==> src/rtl/hbdt_pkg.sv <==
package hbdt_pkg;

  typedef enum logic [2:0] {
    ST_IDLE    = 3'd0,
    ST_LS_ON   = 3'd1,
    ST_HS_WAIT = 3'd2,
    ST_HS_ON   = 3'd3,
    ST_LS_WAIT = 3'd4
  } gate_state_e;

  function automatic int unsigned cnt_bits(input int unsigned max_val);
    int unsigned w;
    w = $clog2(max_val + 1);
    return (w < 1) ? 1 : w;
  endfunction

endpackage

==> src/rtl/hbdt_sync.sv <==
module hbdt_sync #(
  parameter int unsigned     W       = 1,
  parameter logic [W-1:0]    RST_VAL = '0
) (
  input  logic         clk,
  input  logic         rst_n,
  input  logic [W-1:0] d_i,
  output logic [W-1:0] q_o
);

  logic [W-1:0] meta_q, meta_d;
  logic [W-1:0] sync_q, sync_d;

  always_comb begin
    meta_d = d_i;
    sync_d = meta_q;
  end

  always_ff @(posedge clk or negedge rst_n) begin
    if (!rst_n) begin
      meta_q <= RST_VAL;
      sync_q <= RST_VAL;
    end else begin
      meta_q <= meta_d;
      sync_q <= sync_d;
    end
  end

  assign q_o = sync_q;

endmodule

==> src/rtl/hbdt_elapsed.sv <==
module hbdt_elapsed #(
  parameter int unsigned MAX_VAL = 18,
  localparam int unsigned W      = hbdt_pkg::cnt_bits(MAX_VAL)
) (
  input  logic         clk,
  input  logic         rst_n,
  input  logic         clr_i,
  output logic [W-1:0] cnt_o
);

  localparam logic [W-1:0] SAT = W'(MAX_VAL);

  logic [W-1:0] cnt_q, cnt_d;
  logic         cnt_en;

  always_comb begin
    cnt_en = clr_i || (cnt_q != SAT);
    cnt_d  = clr_i ? '0 : cnt_q + 1'b1;
  end

  always_ff @(posedge clk or negedge rst_n) begin
    if (!rst_n) begin
      cnt_q <= '0;
    end else if (cnt_en) begin
      cnt_q <= cnt_d;
    end
  end

  assign cnt_o = cnt_q;

endmodule

==> src/rtl/hbdt_fsm.sv <==
module hbdt_fsm
  import hbdt_pkg::*;
#(
  parameter int unsigned DT_LH_CYC   = 3,
  parameter int unsigned DT_NOHI_CYC = 15,
  parameter int unsigned DT_MAX_CYC  = 19,
  parameter int unsigned CW          = 5
) (
  input  logic          clk,
  input  logic          rst_n,
  input  logic          en_i,
  input  logic          pwm_i,
  input  logic          swlo_i,
  input  logic          swhi_i,
  input  logic [CW-1:0] elapsed_i,
  output logic          clr_o,
  output logic          hs_o,
  output logic          ls_o
);

  localparam logic [CW-1:0] LH_LAST   = CW'(DT_LH_CYC - 1);
  localparam logic [CW-1:0] NOHI_LAST = CW'(DT_NOHI_CYC - 1);
  localparam logic [CW-1:0] MAX_LAST  = CW'(DT_MAX_CYC - 1);

  gate_state_e st_q, st_d;
  logic        seen_q, seen_d;
  logic        hs_q, hs_d;
  logic        ls_q, ls_d;
  logic        hi_now;

  assign hi_now = seen_q | swhi_i;

  always_comb begin
    st_d = st_q;
    if (!en_i) begin
      st_d = ST_IDLE;
    end else begin
      unique case (st_q)
        ST_IDLE:    if (!pwm_i) st_d = ST_LS_ON;
        ST_LS_ON:   if (pwm_i)  st_d = ST_HS_WAIT;
        ST_HS_WAIT: begin
          if (!pwm_i)                        st_d = ST_LS_ON;
          else if (elapsed_i == LH_LAST)     st_d = ST_HS_ON;
        end
        ST_HS_ON:   if (!pwm_i) st_d = ST_LS_WAIT;
        ST_LS_WAIT: begin
          if (pwm_i)                                    st_d = ST_HS_WAIT;
          else if (hi_now && swlo_i)                    st_d = ST_LS_ON;
          else if (!hi_now && elapsed_i == NOHI_LAST)   st_d = ST_LS_ON;
          else if (hi_now && elapsed_i == MAX_LAST)     st_d = ST_LS_ON;
        end
        default:    st_d = ST_IDLE;
      endcase
    end
  end

  always_comb begin
    seen_d = (st_q == ST_LS_WAIT) ? hi_now : 1'b0;
    clr_o  = (st_d != st_q);
    hs_d   = (st_d == ST_HS_ON);
    ls_d   = (st_d == ST_LS_ON);
  end

  always_ff @(posedge clk or negedge rst_n) begin
    if (!rst_n) begin
      st_q   <= ST_IDLE;
      seen_q <= 1'b0;
      hs_q   <= 1'b0;
      ls_q   <= 1'b0;
    end else begin
      st_q   <= st_d;
      seen_q <= seen_d;
      hs_q   <= hs_d;
      ls_q   <= ls_d;
    end
  end

  assign hs_o = hs_q;
  assign ls_o = ls_q;

endmodule

==> src/rtl/hb_deadtime_ctrl.sv <==
module hb_deadtime_ctrl #(
  parameter int unsigned DT_LH_CYC   = 3,
  parameter int unsigned DT_NOHI_CYC = 15,
  parameter int unsigned DT_MAX_CYC  = 19
) (
  input  logic clk,
  input  logic rst_n,
  input  logic en_in,
  input  logic pwm_in,
  input  logic sw_low_in,
  input  logic sw_high_in,
  output logic hs_gate_o,
  output logic ls_gate_o
);

  localparam int unsigned MAX_A  = (DT_LH_CYC > DT_NOHI_CYC) ? DT_LH_CYC : DT_NOHI_CYC;
  localparam int unsigned MAX_LIM = (MAX_A > DT_MAX_CYC) ? MAX_A : DT_MAX_CYC;
  localparam int unsigned CW      = hbdt_pkg::cnt_bits(MAX_LIM - 1);

  logic [1:0]    rst_pipe_q;
  logic          rst_int_n;
  logic          pwm_s;
  logic [1:0]    flag_s;
  logic          clr;
  logic [CW-1:0] elapsed;

  always_ff @(posedge clk or negedge rst_n) begin
    if (!rst_n) begin
      rst_pipe_q <= 2'b00;
    end else begin
      rst_pipe_q <= {rst_pipe_q[0], 1'b1};
    end
  end
  assign rst_int_n = rst_pipe_q[1];

  hbdt_sync #(.W(1), .RST_VAL(1'b1)) u_pwm_sync (
    .clk  (clk),
    .rst_n(rst_int_n),
    .d_i  (pwm_in),
    .q_o  (pwm_s)
  );

  hbdt_sync #(.W(2), .RST_VAL(2'b00)) u_flag_sync (
    .clk  (clk),
    .rst_n(rst_int_n),
    .d_i  ({sw_high_in, sw_low_in}),
    .q_o  (flag_s)
  );

  hbdt_elapsed #(.MAX_VAL(MAX_LIM - 1)) u_elapsed (
    .clk  (clk),
    .rst_n(rst_int_n),
    .clr_i(clr),
    .cnt_o(elapsed)
  );

  hbdt_fsm #(
    .DT_LH_CYC  (DT_LH_CYC),
    .DT_NOHI_CYC(DT_NOHI_CYC),
    .DT_MAX_CYC (DT_MAX_CYC),
    .CW         (CW)
  ) u_fsm (
    .clk      (clk),
    .rst_n    (rst_int_n),
    .en_i     (en_in),
    .pwm_i    (pwm_s),
    .swlo_i   (flag_s[0]),
    .swhi_i   (flag_s[1]),
    .elapsed_i(elapsed),
    .clr_o    (clr),
    .hs_o     (hs_gate_o),
    .ls_o     (ls_gate_o)
  );

endmodule

==> config.mk <==
export PLATFORM = sky130hd
export DESIGN_NAME = hb_deadtime_ctrl
export DESIGN_NICKNAME = d
export VERILOG_FILES = /design/src/rtl/hbdt_pkg.sv /design/src/rtl/hbdt_sync.sv /design/src/rtl/hbdt_elapsed.sv /design/src/rtl/hbdt_fsm.sv /design/src/rtl/hb_deadtime_ctrl.sv
export SDC_FILE = /design/constraint.sdc
export NUM_CORES = 1
export LEC_CHECK = 0
export BUFFER_PORTS_ARGS = -buffer_cell sky130_fd_sc_hd__clkbuf_2
export CAP_MARGIN = 15
export CORE_MARGIN = 8
export CORE_UTILIZATION = 55
export DETAILED_ROUTE_END_ITERATION = 16
export PLACE_DENSITY = 0.78
export SYNTH_ARGS = -nofsm -noshare
export SYNTH_HDL_FRONTEND = slang
export SYNTH_SLANG_ARGS = --single-unit
==> constraint.sdc <==
create_clock -name clk -period 0.9 [get_ports clk]
set_input_delay 0 -clock clk [delete_from_list [all_inputs] [get_ports clk]]
set_output_delay 0 -clock clk [all_outputs]
set_load 0.05 [all_outputs]
==> flow_metrics.py <==
metrics = {
    "final_layout": {
        "ff_latch_area_um2": 478,
        "final_nets": 120,
        "fillCellCount": 67,
        "insertedDiodeCount": 0,
        "drive_gt1_share_pct": 46.8,
        "stdcell_area_mm2": 0.00123,
        "multi_input_area_um2": 425,
        "area_growth_pct": 39.5,
    },
    "synth": {
        "ys_seq_area_share_pct": 54.1,
        "ys_ff_latch": 19,
        "synth_edf_count": 0,
        "synth_top_flop_cell": "dfrtp_1",
        "synthArstFlopShare_pct": 100,
        "ys.warnings.count": 0,
        "syn_nets": 84,
        "netlist_area_um2": 883,
        "synth_cell_type_count": 35,
        "syn_area_per_cell_um2": 11.6,
        "netlist_instances": 76,
    },
    "floorplanning": {
        "core-area_mm2": 0.00151,
        "num_rows": 14,
        "io-pin-count": 8,
        "die_x_um": 56.1,
        "die-area_mm2": 0.00314,
        "fp.dieH_um": 56.1,
        "start_util_pct": 58.6,
    },
    "clock_tree": {
        "root_buffer": "clkbuf_4",
        "clkSlewWorstSetupHoldPaths_ns": 0.10,
        "clkSinkCount": 19,
        "cts_buffers": 3,
        "cts_buffer_depth": 2,
        "clock_latency_ns": 0.28,
        "cts_tree": "built",
        "cts_max_level": 1,
    },
    "drt": {
        "drt_iter0_markers": 10,
        "drcViolationCount": 0,
        "ant_nets": 0,
        "routed_via_density": 5.57,
        "vias": 707,
        "wl_per_cell_um": 16.6,
        "drt_wl_total_mm": 2.11,
        "firstDrtPassIters": 4,
    },
    "power_and_ir_drop": {
        "power.share.clock_pct": 17.3,
        "irDropWorstVdd_v": 0.00159,
        "p_per_area_mw_per_mm2": 1920,
        "swShare_pct": 31.2,
        "p_int_mw": 1.63,
        "seqPwrFrac_pct": 45.3,
        "comb_power_share_pct": 37.4,
        "p_leak_nw": 0.596,
        "p_sw_mw": 0.739,
        "total_power_mw": 2.37,
    },
    "setup_path": {
        "cp.arrival_ns": 1.94,
        "crit_fanout": 5,
        "end_kind": "flop",
        "path_class": "reg -> reg",
        "cp_data_required_time_ns": 1.07,
        "startpoint_type": "flop",
    },
    "hold_path": {
        "min_path_type": "in -> async",
    },
    "global_route": {
        "grt_usage_pct": 13.1,
        "antenna_found_initial": 0,
        "grt_pass1_vias": 756,
        "grt_first_pass_wirelength_mm": 3.29,
        "gr-total-overflow": 0,
        "grt_max_degree": 18,
    },
    "timing": {
        "rsz0062_at_grt": "true",
        "period_share_pct": 197,
        "fin_ws_ns": -0.871,
        "slew_violations": 0,
        "fin_skew_ns": 0.00199,
        "max_freq_mhz": 565,
        "hold_ws_ns": 0.0672,
        "hold_viol_final": 0,
        "finalCriticalPeriod_ns": 1.77,
        "setup_viol": 11,
    },
    "status": {
        "outcome": "complete, but fails checks",
        "violations": "setup timing",
    },
    "place": {
        "gp_congestion": 0.814,
        "portBuffers": 7,
        "post-dp-hpwl_mm": 1.30,
        "place_area_mm2": 0.00106,
    },
    "job": {
        "drv_cap": 0,
    },
}
## path summary, 6_finish.rpt
path                                    endpoint  slack, ns  cells past startpoint               start
max                           u_elapsed.cnt_o[0]      -0.87                      7  u_elapsed.cnt_o[0]
min                                rst_pipe_q[0]       0.07                      2               rst_n
max reg2reg                   u_elapsed.cnt_o[0]      -0.87                      7  u_elapsed.cnt_o[0]
min reg2reg                u_flag_sync.meta_q[0]       0.21                      1       rst_pipe_q[1]
max in group asynchronous         u_pwm_sync.q_o       0.44                      1       rst_pipe_q[1]
min in group clk                   u_fsm.st_q[1]       0.09                      4               en_in
## synthesized netlist by cell type (2+ instances only)
master	instances	area share, %
clkbuf_2	2	1.1
dfrtp_1	17	48
dfstp_2	2	5.9
ha_1	2	2.8
inv_1	4	1.7
nand2_1	3	1.3
nand3_1	2	1.1
nand4b_1	3	3.0
nor2_1	8	3.4
nor2b_1	3	2.1
nor3b_1	2	1.7
xnor2_1	2	2.0
xor2_1	4	4.0
## critical path: stages, from the launching register on
cell,delay (ns)
dfrtp_1,0.41
inv_2,0.08
ha_4,0.14
or4b_4,0.48
a21oi_2,0.16
nand4b_1,0.13
o211ai_2,0.17
nor2_1,0.09
## cells by family after synthesis
group                    share of synthesized area, %
XOR/XNOR                                         5.95
adder cells (fa/ha/maj)                          2.83
flip-flops                                       54.1
AO/OA/AOI/OAI                                    11.3
buffers and inverters                            4.11
AND/OR/NAND/NOR                                  21.2
other                                           0.425
## final cells by class
| cell class | instances | area share, % |
|---|---|---|
| Tap cell | 16 | 1.62 |
| Inverter | 4 | 1.22 |
| Multi-Input combinational cell | 49 | 34.5 |
| Timing Repair Buffer | 35 | 21.7 |
| Clock buffer | 4 | 2.13 |
| Sequential cell | 19 | 38.8 |
## power by group through the flow
stage,combinational (mW),sequential [mW],clock [mW]
after floorplan,0.359,1.10,0
after global placement,0.635,1.05,0
after detailed placement,0.672,1.05,0
after CTS,0.718,1.04,0.415
after global routing,0.964,1.08,0.458
final,0.886,1.07,0.409
## registers in the layout, indices dropped and copies added (netlist names)
register	flops
u_fsm.ls_o	1
u_flag_sync.meta_q	2
rst_pipe_q	2
u_fsm.hs_o	1
u_fsm.seen_q	1
u_pwm_sync.meta_q	1
u_pwm_sync.q_o	1
u_flag_sync.q_o	2
u_fsm.st_q	3
u_elapsed.cnt_o	5
## placed cells by master (no fill, tap or decap), drive strengths merged, types with 2 or more instances in the layout
cell	synthesis	routed
inv	4	4
xnor2	2	2
nor2b	3	3
dfrtp	17	17
nand2	3	3
a211oi	2	2
buf	1	25
ha	2	2
nand4b	3	3
xor2	4	4
nand3	2	2
nor2	8	8
dfstp	2	2
clkbuf	3	10
dlygate4sd3	0	4
nor3b	2	2
## through the flow
stage / util, % / setup TNS (ns) / instances / setup slack, ns
global placement: 70.7 / -6.47 / 113 / -0.743
finish: 81.8 / -7.77 / 127 / -0.871
CTS: 76.8 / -6.83 / 122 / -0.798
floorplan: - / -6.08 / 76 / -0.730
detailed placement: 70.7 / -6.86 / 113 / -0.788
global route: 81.8 / -8.39 / 127 / -0.957
## per-layer routing
layer	global-route usage, %	wire length, µm	up-vias
li1	-	-	334
met1	12.9	875	356
met2	22.7	1150	13
met3	3.88	63	4
met4	8.93	27	0
met5	0	0	-
## repair_timing
item / in CTS / in global routing
cloned: 0 / 0
buffers inserted: 1 / 5
resized for setup: 6 / 8
hold buffers: 4 / 0
endpoints found under the setup margin: 12 / 13
pin swaps: 3 / 7
endpoints found under the hold margin: 5 / 0
Note: power is estimated with default switching activity, not from simulation.
